$ cat config.mk
export PLATFORM = sky130hd
export DESIGN_NAME = pc_classifier
export DESIGN_NICKNAME = d
export VERILOG_FILES = /design/src/rtl/pc_pkg.sv /design/src/rtl/pc_table.sv /design/src/rtl/pc_fifo.sv /design/src/rtl/pc_classifier.sv
export SDC_FILE = /design/constraint.sdc
export NUM_CORES = 1
export LEC_CHECK = 0
export ABC_AREA = 1
export BUFFER_PORTS_ARGS = -buffer_cell sky130_fd_sc_hd__buf_2
export CAP_MARGIN = 15
export CORE_UTILIZATION = 55
export CTS_BUF_LIST = sky130_fd_sc_hd__clkbuf_4
export DETAILED_ROUTE_END_ITERATION = 8
export HOLD_SLACK_MARGIN = 0.15
export PLACE_DENSITY = 0.72
export SYNTH_ARGS = -nofsm -noshare
export SYNTH_HDL_FRONTEND = slang
export SYNTH_HIERARCHICAL = 1
export SYNTH_SLANG_ARGS = --single-unit
$ cat constraint.sdc
create_clock -name clk -period 3.35 [get_ports clk]
set_input_delay 0.67 -clock clk [delete_from_list [all_inputs] [get_ports clk]]
set_output_delay 0.67 -clock clk [all_outputs]
set_load 0.02 [all_outputs]
$ cat src/rtl/pc_pkg.sv
package pc_pkg;
  typedef enum logic [1:0] {
    CLS_NONE   = 2'b00,
    CLS_PRIV   = 2'b01,
    CLS_SHARED = 2'b10,
    CLS_INSTR  = 2'b11
  } cls_e;

  typedef enum logic [1:0] {
    ST_IDLE  = 2'b00,
    ST_WAIT  = 2'b01,
    ST_DRAIN = 2'b10
  } st_e;
endpackage

$ cat src/rtl/pc_table.sv
module pc_table #(
  parameter int N_ENTRIES = 16,
  parameter int PAGE_W    = 4,
  parameter int CORE_W    = 4
) (
  input  logic              clk,
  input  logic              rst,
  input  logic [PAGE_W-1:0] rd_page,
  output logic              rd_valid,
  output logic              rd_priv,
  output logic              rd_poison,
  output logic [CORE_W-1:0] rd_owner,
  input  logic              wr_en,
  input  logic [PAGE_W-1:0] wr_page,
  input  logic              wr_priv,
  input  logic              wr_poison,
  input  logic [CORE_W-1:0] wr_owner
);
  logic [N_ENTRIES-1:0] vld_q;
  logic [N_ENTRIES-1:0] priv_q;
  logic [N_ENTRIES-1:0] pois_q;
  logic [CORE_W-1:0]    own_mem [N_ENTRIES];

  always_ff @(posedge clk) begin
    if (rst) begin
      vld_q <= '0;
    end else if (wr_en) begin
      vld_q[wr_page] <= 1'b1;
    end
  end

  always_ff @(posedge clk) begin
    if (rst) begin
      priv_q <= '0;
      pois_q <= '0;
    end else if (wr_en) begin
      priv_q[wr_page] <= wr_priv;
      pois_q[wr_page] <= wr_poison;
    end
  end

  always_ff @(posedge clk) begin
    if (wr_en) own_mem[wr_page] <= wr_owner;
  end

  assign rd_valid  = vld_q[rd_page];
  assign rd_priv   = priv_q[rd_page];
  assign rd_poison = pois_q[rd_page];
  assign rd_owner  = own_mem[rd_page];
endmodule

$ cat src/rtl/pc_fifo.sv
module pc_fifo #(
  parameter int DEPTH = 4,
  parameter int W     = 8,
  parameter int CNT_W = $clog2(DEPTH + 1)
) (
  input  logic             clk,
  input  logic             rst,
  input  logic             push,
  input  logic [W-1:0]     din,
  input  logic             pop,
  output logic [W-1:0]     dout,
  output logic [CNT_W-1:0] count,
  output logic             full,
  output logic             empty
);
  localparam int PTR_W = (DEPTH > 1) ? $clog2(DEPTH) : 1;

  logic [W-1:0]     mem [DEPTH];
  logic [PTR_W-1:0] wr_ptr, rd_ptr;
  logic [CNT_W-1:0] cnt_q;

  function automatic logic [PTR_W-1:0] nxt(input logic [PTR_W-1:0] p);
    return (p == PTR_W'(DEPTH - 1)) ? '0 : p + 1'b1;
  endfunction

  always_ff @(posedge clk) begin
    if (push && !full) mem[wr_ptr] <= din;
  end

  always_ff @(posedge clk) begin
    if (rst) begin
      wr_ptr <= '0;
      rd_ptr <= '0;
      cnt_q  <= '0;
    end else begin
      if (push && !full) wr_ptr <= nxt(wr_ptr);
      if (pop && !empty) rd_ptr <= nxt(rd_ptr);
      case ({push && !full, pop && !empty})
        2'b10:   cnt_q <= cnt_q + 1'b1;
        2'b01:   cnt_q <= cnt_q - 1'b1;
        default: cnt_q <= cnt_q;
      endcase
    end
  end

  assign dout  = mem[rd_ptr];
  assign count = cnt_q;
  assign full  = (cnt_q == CNT_W'(DEPTH));
  assign empty = (cnt_q == '0);
endmodule

$ cat src/rtl/pc_classifier.sv
module pc_classifier #(
  parameter int N_ENTRIES = 16,
  parameter int CORE_W    = 4,
  parameter int Q_DEPTH   = 4,
  parameter int PAGE_W    = $clog2(N_ENTRIES)
) (
  input  logic              clk,
  input  logic              rst,
  input  logic              req_valid,
  output logic              req_ready,
  input  logic [PAGE_W-1:0] req_page,
  input  logic [CORE_W-1:0] req_core,
  input  logic              req_migrate,
  input  logic              req_ifetch,
  output logic              fill_valid,
  output logic [PAGE_W-1:0] fill_page,
  output logic [CORE_W-1:0] fill_core,
  output logic [1:0]        fill_class,
  output logic              sd_valid,
  output logic [PAGE_W-1:0] sd_page,
  output logic [CORE_W-1:0] sd_core,
  output logic              sd_kind,
  input  logic              sd_ack
);
  import pc_pkg::*;

  localparam int QW    = PAGE_W + CORE_W;
  localparam int CNT_W = $clog2(Q_DEPTH + 1);

  st_e state_q;

  logic              t_valid, t_priv, t_poison;
  logic [CORE_W-1:0] t_owner;
  logic              wr_en, wr_priv, wr_poison;
  logic [PAGE_W-1:0] wr_page;
  logic [CORE_W-1:0] wr_owner;

  logic              q_push, q_pop, q_full, q_empty;
  logic [QW-1:0]     q_dout;
  logic [CNT_W-1:0]  q_count;

  logic acc, acc_data, is_new, is_own, is_shared, is_mig, is_shr;

  pc_table #(
    .N_ENTRIES(N_ENTRIES), .PAGE_W(PAGE_W), .CORE_W(CORE_W)
  ) u_table (
    .clk(clk), .rst(rst),
    .rd_page(req_page),
    .rd_valid(t_valid), .rd_priv(t_priv), .rd_poison(t_poison), .rd_owner(t_owner),
    .wr_en(wr_en), .wr_page(wr_page), .wr_priv(wr_priv),
    .wr_poison(wr_poison), .wr_owner(wr_owner)
  );

  pc_fifo #(.DEPTH(Q_DEPTH), .W(QW)) u_pending (
    .clk(clk), .rst(rst),
    .push(q_push), .din({req_page, req_core}),
    .pop(q_pop), .dout(q_dout),
    .count(q_count), .full(q_full), .empty(q_empty)
  );

  // Accept rules per state
  always_comb begin
    case (state_q)
      ST_IDLE: req_ready = 1'b1;
      ST_WAIT: req_ready = req_ifetch ||
                           (sd_kind && t_poison && (req_page == sd_page) && !q_full);
      default: req_ready = 1'b0;
    endcase
  end

  assign acc       = req_valid && req_ready;
  assign acc_data  = acc && !req_ifetch;
  assign is_new    = !t_valid;
  assign is_shared = t_valid && !t_priv;
  assign is_own    = t_valid && t_priv && (t_owner == req_core);
  assign is_mig    = t_valid && t_priv && (t_owner != req_core) && req_migrate;
  assign is_shr    = t_valid && t_priv && (t_owner != req_core) && !req_migrate;

  assign q_push = acc_data && ((state_q == ST_IDLE) ? (is_mig || is_shr)
                                                    : (state_q == ST_WAIT));
  assign q_pop  = (state_q == ST_DRAIN) && !q_empty;

  // Single table write port
  always_comb begin
    wr_en     = 1'b0;
    wr_page   = req_page;
    wr_priv   = 1'b1;
    wr_poison = 1'b0;
    wr_owner  = req_core;
    if (state_q == ST_IDLE && acc_data) begin
      if (is_new || is_mig) begin
        wr_en = 1'b1;
      end else if (is_shr) begin
        wr_en     = 1'b1;
        wr_poison = 1'b1;
        wr_owner  = t_owner;
      end
    end else if (state_q == ST_WAIT && sd_ack && sd_kind) begin
      wr_en    = 1'b1;
      wr_page  = sd_page;
      wr_priv  = 1'b0;
      wr_owner = sd_core;
    end
  end

  // Fill register
  always_ff @(posedge clk) begin
    if (rst) begin
      fill_valid <= 1'b0;
      fill_page  <= '0;
      fill_core  <= '0;
      fill_class <= CLS_NONE;
    end else begin
      fill_valid <= 1'b0;
      if (q_pop) begin
        fill_valid <= 1'b1;
        {fill_page, fill_core} <= q_dout;
        fill_class <= sd_kind ? CLS_SHARED : CLS_PRIV;
      end else if (acc && req_ifetch) begin
        fill_valid <= 1'b1;
        fill_page  <= req_page;
        fill_core  <= req_core;
        fill_class <= CLS_INSTR;
      end else if (acc_data && state_q == ST_IDLE && !is_mig && !is_shr) begin
        fill_valid <= 1'b1;
        fill_page  <= req_page;
        fill_core  <= req_core;
        fill_class <= is_shared ? CLS_SHARED : CLS_PRIV;
      end
    end
  end

  // Shoot-down handshake and sequencing
  always_ff @(posedge clk) begin
    if (rst) begin
      state_q  <= ST_IDLE;
      sd_valid <= 1'b0;
      sd_page  <= '0;
      sd_core  <= '0;
      sd_kind  <= 1'b0;
    end else begin
      case (state_q)
        ST_IDLE: begin
          if (acc_data && (is_mig || is_shr)) begin
            state_q  <= ST_WAIT;
            sd_valid <= 1'b1;
            sd_page  <= req_page;
            sd_core  <= t_owner;
            sd_kind  <= is_shr;
          end
        end
        ST_WAIT: begin
          if (sd_ack) begin
            state_q  <= ST_DRAIN;
            sd_valid <= 1'b0;
          end
        end
        default: begin
          if (q_empty || (q_pop && q_count == CNT_W'(1))) state_q <= ST_IDLE;
        end
      endcase
    end
  end
endmodule

# Yosys cells after proc, flatten, opt, wreduce, memory -nomap -nowiden
# Memories as Yosys holds them, arrays and structs flattened. A register that Yosys moved wholly into a read port is not among the register bits.
# Cells that the tools add are included.
dict set report classes {
  add_sub_neg 4
  n_mul 0
  div 0
  order_cmp 3
  n_eq_ne 12
  shifts 0
  muxes 56
  bitwise_logic 1
  n_reduce_logical 44
}
# cell n
set ops {}
lappend ops {{2-to-1 mux 4 bit} 12}
lappend ops {{bitwise mux 16 bit} 2}
lappend ops {{2-to-1 mux 2 bit} 12}
lappend ops {{logical AND 1 bit} 23}
lappend ops {{2-to-1 mux 1 bit} 22}
lappend ops {{OR 16 bit} 1}
lappend ops {{binary-select mux 1 bit (select 4 bit)} 3}
lappend ops {{less-than comparator 4 x 5 -> 1 bit (second input constant)} 2}
lappend ops {{equality test 2 bit (second input constant)} 4}
lappend ops {{zero test 1 bit} 8}
lappend ops {{one-hot mux 3 bit (2 select lines)} 1}
lappend ops {{AND reduction 3 bit} 2}
lappend ops {{nonzero test 3 bit} 2}
lappend ops {{adder 2 x 1 -> 2 bit (second input constant)} 2}
lappend ops {{demux 1 bit (select 4 bit)} 1}
lappend ops {{equality test 2 x 1 -> 1 bit (second input constant)} 2}
lappend ops {{equality test 4 bit} 1}
lappend ops {{greater-or-equal comparator 4 x 1 -> 1 bit (second input constant)} 1}
lappend ops {{logical OR 1 bit} 4}
lappend ops {{!= test 4 bit} 1}
lappend ops {{one-hot mux 1 bit (2 select lines)} 2}
lappend ops {{one-hot mux 2 bit (2 select lines)} 1}
lappend ops {{nonzero test 2 bit} 2}
lappend ops {{adder 3 x 1 -> 3 bit (second input constant)} 1}
lappend ops {{8 further kinds} 8}
dict set report word_totals {
  reg_bits 78
  latchBits 0
  mem_bits_rw 96
  rom_bits 0
  in_bits 14
  out_inout_bits 22
  elab_cells 137
  memories 2
}
# name words width rd rd_clocked_by_memory_dff write_ports line
set mem_list {}
lappend mem_list {u_table.own_mem 16 4 1 0 1 pc_table.sv:22} ;# logic [CORE_W-1:0] own_mem [N_ENTRIES];
lappend mem_list {u_pending.mem 4 8 1 1 1 pc_fifo.sv:18} ;# logic [W-1:0] mem [DEPTH];

# Depth between registers and ports, before layout
# Gate-level depths: netlist of run 1.
dict set report depth {
  depth_word 16
  depth_mapped 27
  depth_no_buf 26
}

# Cells and area by module
# Netlist of run 1, hierarchy kept.
# mod n_inst cells_per_inst area_each_um2 seq_area_each_um2
set by_module_without_submodules {}
lappend by_module_without_submodules {pc_table 1 626 5087.4 2882.8}
lappend by_module_without_submodules {pc_fifo 1 147 1704.1 1141.1}
lappend by_module_without_submodules {pc_classifier 1 241 1520.2 460.4}

# Worst setup path after synthesis of run 1
# No wires, ideal clock.
dict set report synth_timing {
  kind {input to register}
  startpoint {in req_page[1]}
  endpoint {reg u_pending.cnt_q[2] (netlist: u_pending/count[2])}
  setup_ps 110
  t_arrival_ps 2965
  required_ps 3240
  setup_slack_ps 275
  cell_stages 26
  n_path_buf 2
  cell_sequence {buf_4 inv_1 buf_2 nand3_1 nand3_1 nand3_1 nand2_1 inv_1 nand2_1 nand2_1 nor2_1 nand2_1 nand2_1 nand2_1 inv_1 nor2_1 nand2_2 ha_1 inv_1 fa_1 inv_1 nand2_1 nand3_1 nand2_1 inv_1 nor2_1}
}
dict set report synth_via {
  word_cells_on_any_way 28
  cone_classes {4 x eq/ne; 9 x mux; 14 x reduce/logical; 1 x memory}
}
# element line
set synth_lines {}
lappend synth_lines {{from (decl)} pc_classifier.sv:11} ;# input logic [PAGE_W-1:0] req_page,
lappend synth_lines {{memory read (16 x 4 bit) *} n/a}
lappend synth_lines {{via t_owner[1]} pc_classifier.sv:33} ;# logic [CORE_W-1:0] t_owner;
lappend synth_lines {{!= test 4 bit *} {pc_classifier.sv:76, pc_classifier.sv:77}}
lappend synth_lines {{logical AND 1 bit *} {pc_classifier.sv:76, pc_classifier.sv:77}}
lappend synth_lines {{logical AND 1 bit, on equally long branches} {pc_classifier.sv:76, pc_classifier.sv:77}}
lappend synth_lines {{logical OR 1 bit *} pc_classifier.sv:79} ;# assign q_push = acc_data && ((state_q == ST_IDLE) ? (is_mig || is_shr)
lappend synth_lines {{2-to-1 mux 1 bit *} pc_classifier.sv:79}
lappend synth_lines {{logical AND 1 bit *} pc_classifier.sv:79}
lappend synth_lines {{via q_push} pc_classifier.sv:38} ;# logic q_push, q_pop, q_full, q_empty;
lappend synth_lines {{logical AND 1 bit *} pc_fifo.sv:38} ;# case ({push && !full, pop && !empty})
lappend synth_lines {{equality test 2 x 1 -> 1 bit / equality test 2 bit (equally long branches)} pc_fifo.sv:38}
lappend synth_lines {{one-hot mux 3 bit (2 select lines) / nonzero test 2 bit (equally long branches)} n/a}
lappend synth_lines {{to (signal assigned)} pc_fifo.sv:39} ;# 2'b10: cnt_q <= cnt_q + 1'b1;
lappend synth_lines {{to (signal assigned)} pc_fifo.sv:40} ;# 2'b01: cnt_q <= cnt_q - 1'b1;
lappend synth_lines {{to (signal assigned)} pc_fifo.sv:41} ;# default: cnt_q <= cnt_q;
lappend synth_lines {{to (decl)} pc_fifo.sv:20} ;# logic [CNT_W-1:0] cnt_q;
# Mark *: on every way through the listed nets, which the timed path passes. The rest lies on a longest branch. The select of a mux whose other input is x is not followed.
# A chain may end at the register's enable or synchronous reset.

# Worst setup path after layout of run 1
dict set report layout_timing {
  startpoint {in req_page[0]}
  endpoint {out req_ready}
}
dict set report layout_via {
  elab_chain_cells 7
  word_cells_on_any_way 8
  cone_classes {1 x eq/ne; 3 x mux; 4 x reduce/logical}
}
# element line
set layout_lines {}
lappend layout_lines {{binary-select mux 1 bit (select 4 bit)} pc_table.sv:48} ;# assign rd_poison = pois_q[rd_page];
lappend layout_lines {{2-to-1 mux 1 bit (not written as such)} pc_table.sv:48}
lappend layout_lines {{via t_poison} pc_classifier.sv:32} ;# logic t_valid, t_priv, t_poison;
lappend layout_lines {{logical AND 1 bit (3 in a row)} pc_classifier.sv:66} ;# (sd_kind && t_poison && (req_page == sd_page) && !q_full);
lappend layout_lines {{logical OR 1 bit} pc_classifier.sv:65} ;# ST_WAIT: req_ready = req_ifetch ||
lappend layout_lines {{one-hot mux 1 bit (2 select lines)} pc_classifier.sv:63} ;# case (state_q)
lappend layout_lines {{to (decl)} pc_classifier.sv:10} ;# output logic req_ready,
# The timed path passes the listed nets, and every way through them passes these cells. The select of a mux whose other input is x is not followed.

==> results of run 1 <==
-- cells by family (layout without fill, tap and decap cells) --
group,Yosys count,count (layout)
simple gates,472,472
buf+inv,220,303
flops,176,176
compound gates,138,138
fa+ha+maj,7,7
xor+xnor,1,1
other cells,0,2
-- flip-flops by register name, summed over array words and instances, names as in the netlist, named ones only --
name and count:
fill_class 2, fill_valid 1, fill_core 4, sd_core 4, sd_kind 1, sd_page 4, u_pending/rd_ptr 2, u_table/own_mem 64
u_pending/count 3, u_table/vld_q 16, u_pending/mem 32, u_table/pois_q 16, fill_page 4, sd_valid 1, u_pending/wr_ptr 2, u_table/priv_q 16
state_q 2
-- worst reg2reg max path, delay by kind of cell (launching register included) --
| kind | cells | cell delay (ps) |
|---|---|---|
| buf+inv | 2 | 260 |
| compound gates | 2 | 640 |
| flops | 1 | 500 |
| simple gates | 5 | 1350 |
-- worst paths after layout --
check             cells past startpoint               from  slack, ps                  end
setup / recovery                     15        req_page[0]        260            req_ready
hold / removal                        1        req_core[1]        360  u_pending/mem[1][1]
setup reg to reg                      9         state_q[0]        480   u_table/pois_q[15]
hold reg to reg                       2  u_table/vld_q[14]        460    u_table/vld_q[14]
-- per-layer routing --
metal / vias to the layer above / global-route usage
met5: - / 0
met4: 0 / 0.0868
met3: 37 / 0.0518
met2: 223 / 0.413
met1: 3096 / 0.344
li1: 3387 / -
-- layout by cell type, fill, tap and decap left out, types with 2 or more instances in the layout --
cell and instances:
o22ai_1 8, buf_2 35, o211ai_1 5, nand2_1 277, clkbuf_4 18, or2_0 2, inv_2 18, dfxtp_1 80
o21ai_2 2, nand3_2 12, o21ai_0 41, or2_2 2, ha_1 6, clkinv_1 2, clkinv_4 2, buf_4 54
clkinvlp_4 5, nand3b_1 2, a21oi_1 74, o21ai_1 3, edfxtp_1 96, nand3_1 101, nand4_1 4, nor2_2 6
a211oi_1 3, nand2_2 3, diode_2 2, buf_12 4, nor2_1 60, bufinv_16 3, inv_1 160
-- per-stage QoR --
stage	power (uW)	hold WS [ps]	worst slack, ps	utilization	setup TNS, ps
after floorplan	2880	435	275	-	0
final	4300	362	259	0.631	0
after CTS	4330	319	269	0.631	0
after global placement	3080	444	76.8	0.610	0
after global routing	4490	310	47.5	0.631	0
after detailed placement	3090	447	-14.9	0.610	-16.2
-- report_power, final --
group	total (uW)	internal, uW	leakage, uW	switching (uW)
clock	1260	522	0.000146	735
combinational	648	221	0.00241	427
sequential	2400	2360	0.00151	37.2
-- cell type report --
cell class / count / area, um2
Tap cell: 184 / 230
Multi-Input combinational cell: 618 / 2890
Sequential cell: 176 / 4480
Antenna cell: 2 / 5.00
Clock buffer: 18 / 135
Clock inverter: 14 / 166
Inverter: 178 / 668
Timing Repair Buffer: 93 / 661
Fill cell: 1294 / 5400
==> metrics.md, run 1 <==
| Metric | Value |
|---|---|
| Routability cong. | `0.857` |
| Hold-fix buffers, CTS | `0` |
| Synth top cells by count | `nand2_1, inv_1, nand3_1` |
| Multiplexer area fraction after synthesis | `0` |
| Layout Cell Area excl Fill | `0.00924 mm2` |
| CTS Buf Count | `17` |
| Final Max Tran Viols | `0` |
| Final #Nets | `1,105` |
| P_leak | `0.00407 uW` |
| Most area-hungry cell type in the Yosys netlist | `edfxtp_1` |
| RSZ-0062 raised after global routing | `no` |
| Worst path slowest cell | `buf_4` |
| Worst vdd ir | `0.268 mV` |
| Vias in the first global route | `6,281` |
| Detailed Route Iter0 Violations | `739` |
| Clock Skew | `17.6 ps` |
| Critical-path cell list | `buf_2, inv_2, buf_12, buf_4, or2_0, nand2_1, nand3_1, nand3_1, nand2_1, nand2_1, a21oi_1, nand3_1, buf_4, a31oi_1, buf_2` |
| Routed WL | `19,100 um` |
| DR vias/cell | `5.26` |
| Main synth FF type | `edfxtp_1` |
| Most frequent cell after synthesis | `nand2_1` |
| Antenna-violating nets left | `0` |
| Share of the synthesized area in the top cell type | `0.347` |
| Total GRT Usage | `0.255` |
| Cell row count | `44` |
| Full die area | `0.0156 mm2` |
| Synth Net Count | `1,035` |
| Seq/Total Area, Yosys | `0.540` |
| Clock slew at reported path FFs | `140 ps` |
| Post-CTS Setup Bufs | `0` |
| Routed len/inst | `14.9 um` |
| Post-Syn Instances | `1,014` |
| # H-tree levels | `4` |
| Final setup vio count | `0` |
| Die width | `125 um` |
| Xor and xnor area share after synthesis | `0.00105` |
| Layout-stage area growth over the synthesis result | `11.2%` |
| Synth cell types | `34` |
| PortBufs | `35` |
| Final cycle utilization of the critical path | `0.923` |
| Initial antenna violation count | `2` |
| Synth Register Bits | `176` |
| Crit path max-delay family | `buffers and inverters` |
| Share of cells above drive strength 1 | `0.154` |
| Met2 WL post-DR | `8910 um` |
| Worst Setup End Kind | `output pin` |
| DP Cell Count | `1,249` |
| Initial Util | `0.568` |
| Worst slew pin tran | `690 ps` |
| Rel. slew slack | `0.540` |
| Max-cap check violation count | `0` |
| Clock root cell | `clkbuf_4` |
| Synth Area in Simple Gates | `0.247` |
| Largest cells by area after synthesis | `edfxtp_1, dfxtp_1, nand2_1, inv_1, nand3_1` |
| Synth Area in Adders | `0.0114` |
| Via count | `6,743` |
| Clock Sinks | `176` |
| Number of flops mapped to enable cells by yosys | `96` |
| Highest Signal Layer | `met4` |
| Clock insertion delay at the later pin of the skew report | `570 ps` |
| Longest Clk Path Bufs | `2` |
| Pwr Density | `466 mW/mm2` |
| Drt drc | `0` |
| Dpl hpwl | `13,300 um` |
| Post-CTS sizing | `0` |
| CP Launch Type | `primary input` |
| Routed wl met3 | `1080 um` |
| Grt total ovfl | `0` |
| Peak fanout along the critical path | `26` |
| Post-layout min period | `3090 ps` |
| DRT Pass-1 Iters | `7` |
| CP Data Arrival Time | `2420 ps` |
| Avg Cell Area, Syn | `8.20 um2` |
| Met1 wire length | `8730 um` |
| FMAX | `0.324 GHz` |
| TritonCTS clock tree | `yes` |
| Placed Area | `0.00894 mm2` |
| Largest net degree at the start of global routing | `54` |
| I/O Pins | `36` |
| First-pass GRT wire length | `30,800 um` |
| WP buf/inv | `6` |
| Hold WC Path Type | `in -> reg` |
| Finished Layout Cells | `1,283` |
| Largest stage delay, worst path | `210 ps` |
| Largest family of logic cells by synthesized area | `simple AND/OR/NAND/NOR gates` |
| CP Class | `in -> out` |
| Die H | `125 um` |
| CORE AREA | `0.0146 mm2` |
| Fin. Hold Viols | `0` |
| Synth Cell Area | `0.00831 mm2` |
| Async SR Flop Fraction | `0` |
| Area fraction in compound gates after synthesis | `0.0881` |
| Worst endpoint required time | `2680 ps` |
| Yosys warns | `6` |
| Status | `completed` |
No activity file was read; power rests on OpenSTA's default activity.
==> run 2, diff against run 1 <==
--- a/config.mk
+++ b/config.mk
@@ -8,6 +8,7 @@
 export ABC_AREA = 1
 export BUFFER_PORTS_ARGS = -buffer_cell sky130_fd_sc_hd__buf_2
 export CAP_MARGIN = 15
+export CORE_ASPECT_RATIO = 1.75
 export CORE_UTILIZATION = 55
 export CTS_BUF_LIST = sky130_fd_sc_hd__clkbuf_4
 export DETAILED_ROUTE_END_ITERATION = 8
==> metrics.md, run 2 (synthesis results as in run 1) <==
| Metric | Value |
|---|---|
| Detailed Route Iter0 Violations | `356 (was 739)` |
| Worst vdd ir | `0.207 mV (was 0.268 mV)` |
| Highest Signal Layer | `met4 (unchanged)` |
| Rel. slew slack | `0.551 (was 0.540)` |
| I/O Pins | `36 (unchanged)` |
| Hold path depth | `1 (unchanged)` |
| Largest net degree at the start of global routing | `54 (unchanged)` |
| Finished Layout Cells | `1,279 (was 1,283)` |
| Drt drc | `0 (unchanged)` |
| Full die area | `0.0156 mm2 (about the same)` |
| Initial antenna violation count | `1 (was 2)` |
| Layout-stage area growth over the synthesis result | `11.1% (was 11.2%)` |
| Layout Cell Area excl Fill | `0.00924 mm2 (about the same)` |
| First-pass GRT wire length | `30,900 um (was 30,800 um)` |
| Final setup vio count | `0 (unchanged)` |
| Reg2Reg Depth | `9 (unchanged)` |
| Initial Util | `0.560 (was 0.568)` |
| Die H | `165 um (was 125 um)` |
| DRT Pass-1 Iters | `5 (was 7)` |
| Clock slew at reported path FFs | `150 ps (was 140 ps)` |
| Die width | `94.9 um (was 125 um)` |
| Post-CTS sizing | `0 (unchanged)` |
| P_leak | `0.00409 uW (was 0.00407 uW)` |
| Total GRT Usage | `0.268 (was 0.255)` |
| CP Launch Type | `primary input (unchanged)` |
| Worst endpoint required time | `2680 ps (about the same)` |
| Longest Clk Path Bufs | `2 (unchanged)` |
| PortBufs | `35 (unchanged)` |
| Placed Area | `0.00893 mm2 (was 0.00894 mm2)` |
| Reg2Reg Setup Slack | `420 ps (was 480 ps)` |
| Routed wl met3 | `834 um (was 1080 um)` |
| Clock root cell | `clkbuf_4 (unchanged)` |
| Grt total ovfl | `0 (unchanged)` |
| Fin. Hold Viols | `0 (unchanged)` |
| Met2 WL post-DR | `11,000 um (was 8910 um)` |
| Clock Skew | `28.5 ps (was 17.6 ps)` |
| Peak fanout along the critical path | `21 (was 26)` |
| Hold WC Path Type | `in -> reg (unchanged)` |
| Share of cells above drive strength 1 | `0.154 (about the same)` |
| CP Class | `in -> out (unchanged)` |
| Final Max Tran Viols | `0 (unchanged)` |
| CORE AREA | `0.0148 mm2 (was 0.0146 mm2)` |
| Final cycle utilization of the critical path | `0.902 (was 0.923)` |
| Most frequent cells in the layout | `nand2_1, inv_1, nand3_1, edfxtp_1, dfxtp_1 (unchanged)` |
| Most common cell after layout, fill and taps aside | `nand2_1 (unchanged)` |
| Largest regs | `u_table/own_mem: 64 flops, u_pending/mem: 32 flops (unchanged)` |
| Max-cap check violation count | `0 (unchanged)` |
| Post-layout min period | `3020 ps (was 3090 ps)` |
| Clock insertion delay at the later pin of the skew report | `580 ps (was 570 ps)` |
| Vias in the first global route | `6,399 (was 6,281)` |
| Routed len/inst | `15.8 um (was 14.9 um)` |
| Biggest register | `u_table/own_mem (unchanged)` |
| Pwr Density | `470 mW/mm2 (was 466 mW/mm2)` |
| Met1 wire length | `7450 um (was 8730 um)` |
| CTS Buf Count | `17 (unchanged)` |
| Dpl hpwl | `14,700 um (was 13,300 um)` |
| Hold-fix buffers, CTS | `0 (unchanged)` |
| Worst Setup End Kind | `output pin (unchanged)` |
| Antenna-violating nets left | `0 (unchanged)` |
| DR vias/cell | `5.32 (was 5.26)` |
| Worst slew pin tran | `673 ps (was 690 ps)` |
| CP Data Arrival Time | `2350 ps (was 2420 ps)` |
| # H-tree levels | `4 (unchanged)` |
| DP Cell Count | `1,246 (was 1,249)` |
| Max reg flops | `64 (unchanged)` |
| RSZ-0062 raised after global routing | `no (unchanged)` |
| TritonCTS clock tree | `yes (unchanged)` |
| Total power | `4340 uW (was 4300 uW)` |
| Post-CTS Setup Bufs | `0 (unchanged)` |
| Status | `completed (unchanged)` |
| Routability cong. | `0.931 (was 0.857)` |
| Clock Sinks | `176 (unchanged)` |
| FMAX | `0.331 GHz (was 0.324 GHz)` |
| Cell row count | `59 (was 44)` |
| Via count | `6,803 (was 6,743)` |
| Final #Nets | `1,103 (was 1,105)` |
| Routed WL | `20,200 um (was 19,100 um)` |
run 2: stage by stage:
step | setup WS [ps] | setup TNS [ps] | hold slack [ps] | util
floorplan | 275 | 0 | 435 | -
global placement | 9.61 | 0 | 445 | 0.602
detailed placement | -64.1 | -134 | 452 | 0.602
CTS | 335 | 0 | 304 | 0.622
global route | 122 | 0 | 292 | 0.622
finish | 328 | 0 | 336 | 0.622
run 2: critical path, cell delays in order:
cell,delay (ps)
buf_2,140
inv_2,90
buf_12,160
buf_4,210
or2_0,140
nand2_1,50
nand3_1,70
nand3_1,80
nand2_1,90
nand2_1,60
a21oi_1,110
nand3_1,140
a31oi_1,160
buf_2,180
run 2: cell type report:
type                            count  area [um2]
Clock inverter                     13         158
Antenna cell                        1        2.50
Clock buffer                       19         143
Inverter                          178         668
Fill cell                        1325        5600
Timing Repair Buffer               91         658
Multi-Input combinational cell    618        2890
Tap cell                          183         229
Sequential cell                   176        4480
run 2: layer usage:
metal	up-vias	global-route usage
li1	3367	-
met1	3156	0.269
met2	216	0.506
met3	64	0.0465
met4	0	0.146
met5	-	0
run 2: path summary, 6_finish.rpt:
path	from	endpoint
setup / recovery	req_page[0]	req_ready
hold / removal	req_core[1]	u_pending/mem[3][1]
hold reg to reg	u_table/pois_q[1]	u_table/pois_q[1]
setup reg to reg	state_q[0]	u_table/priv_q[15]
run 2: report_power, final:
group | total [uW] | internal, uW | switching (uW)
Combinational | 650 | 218 | 431
Clock | 1290 | 540 | 750
Sequential | 2400 | 2360 | 36.5
Total | 4340 | 3120 | 1220
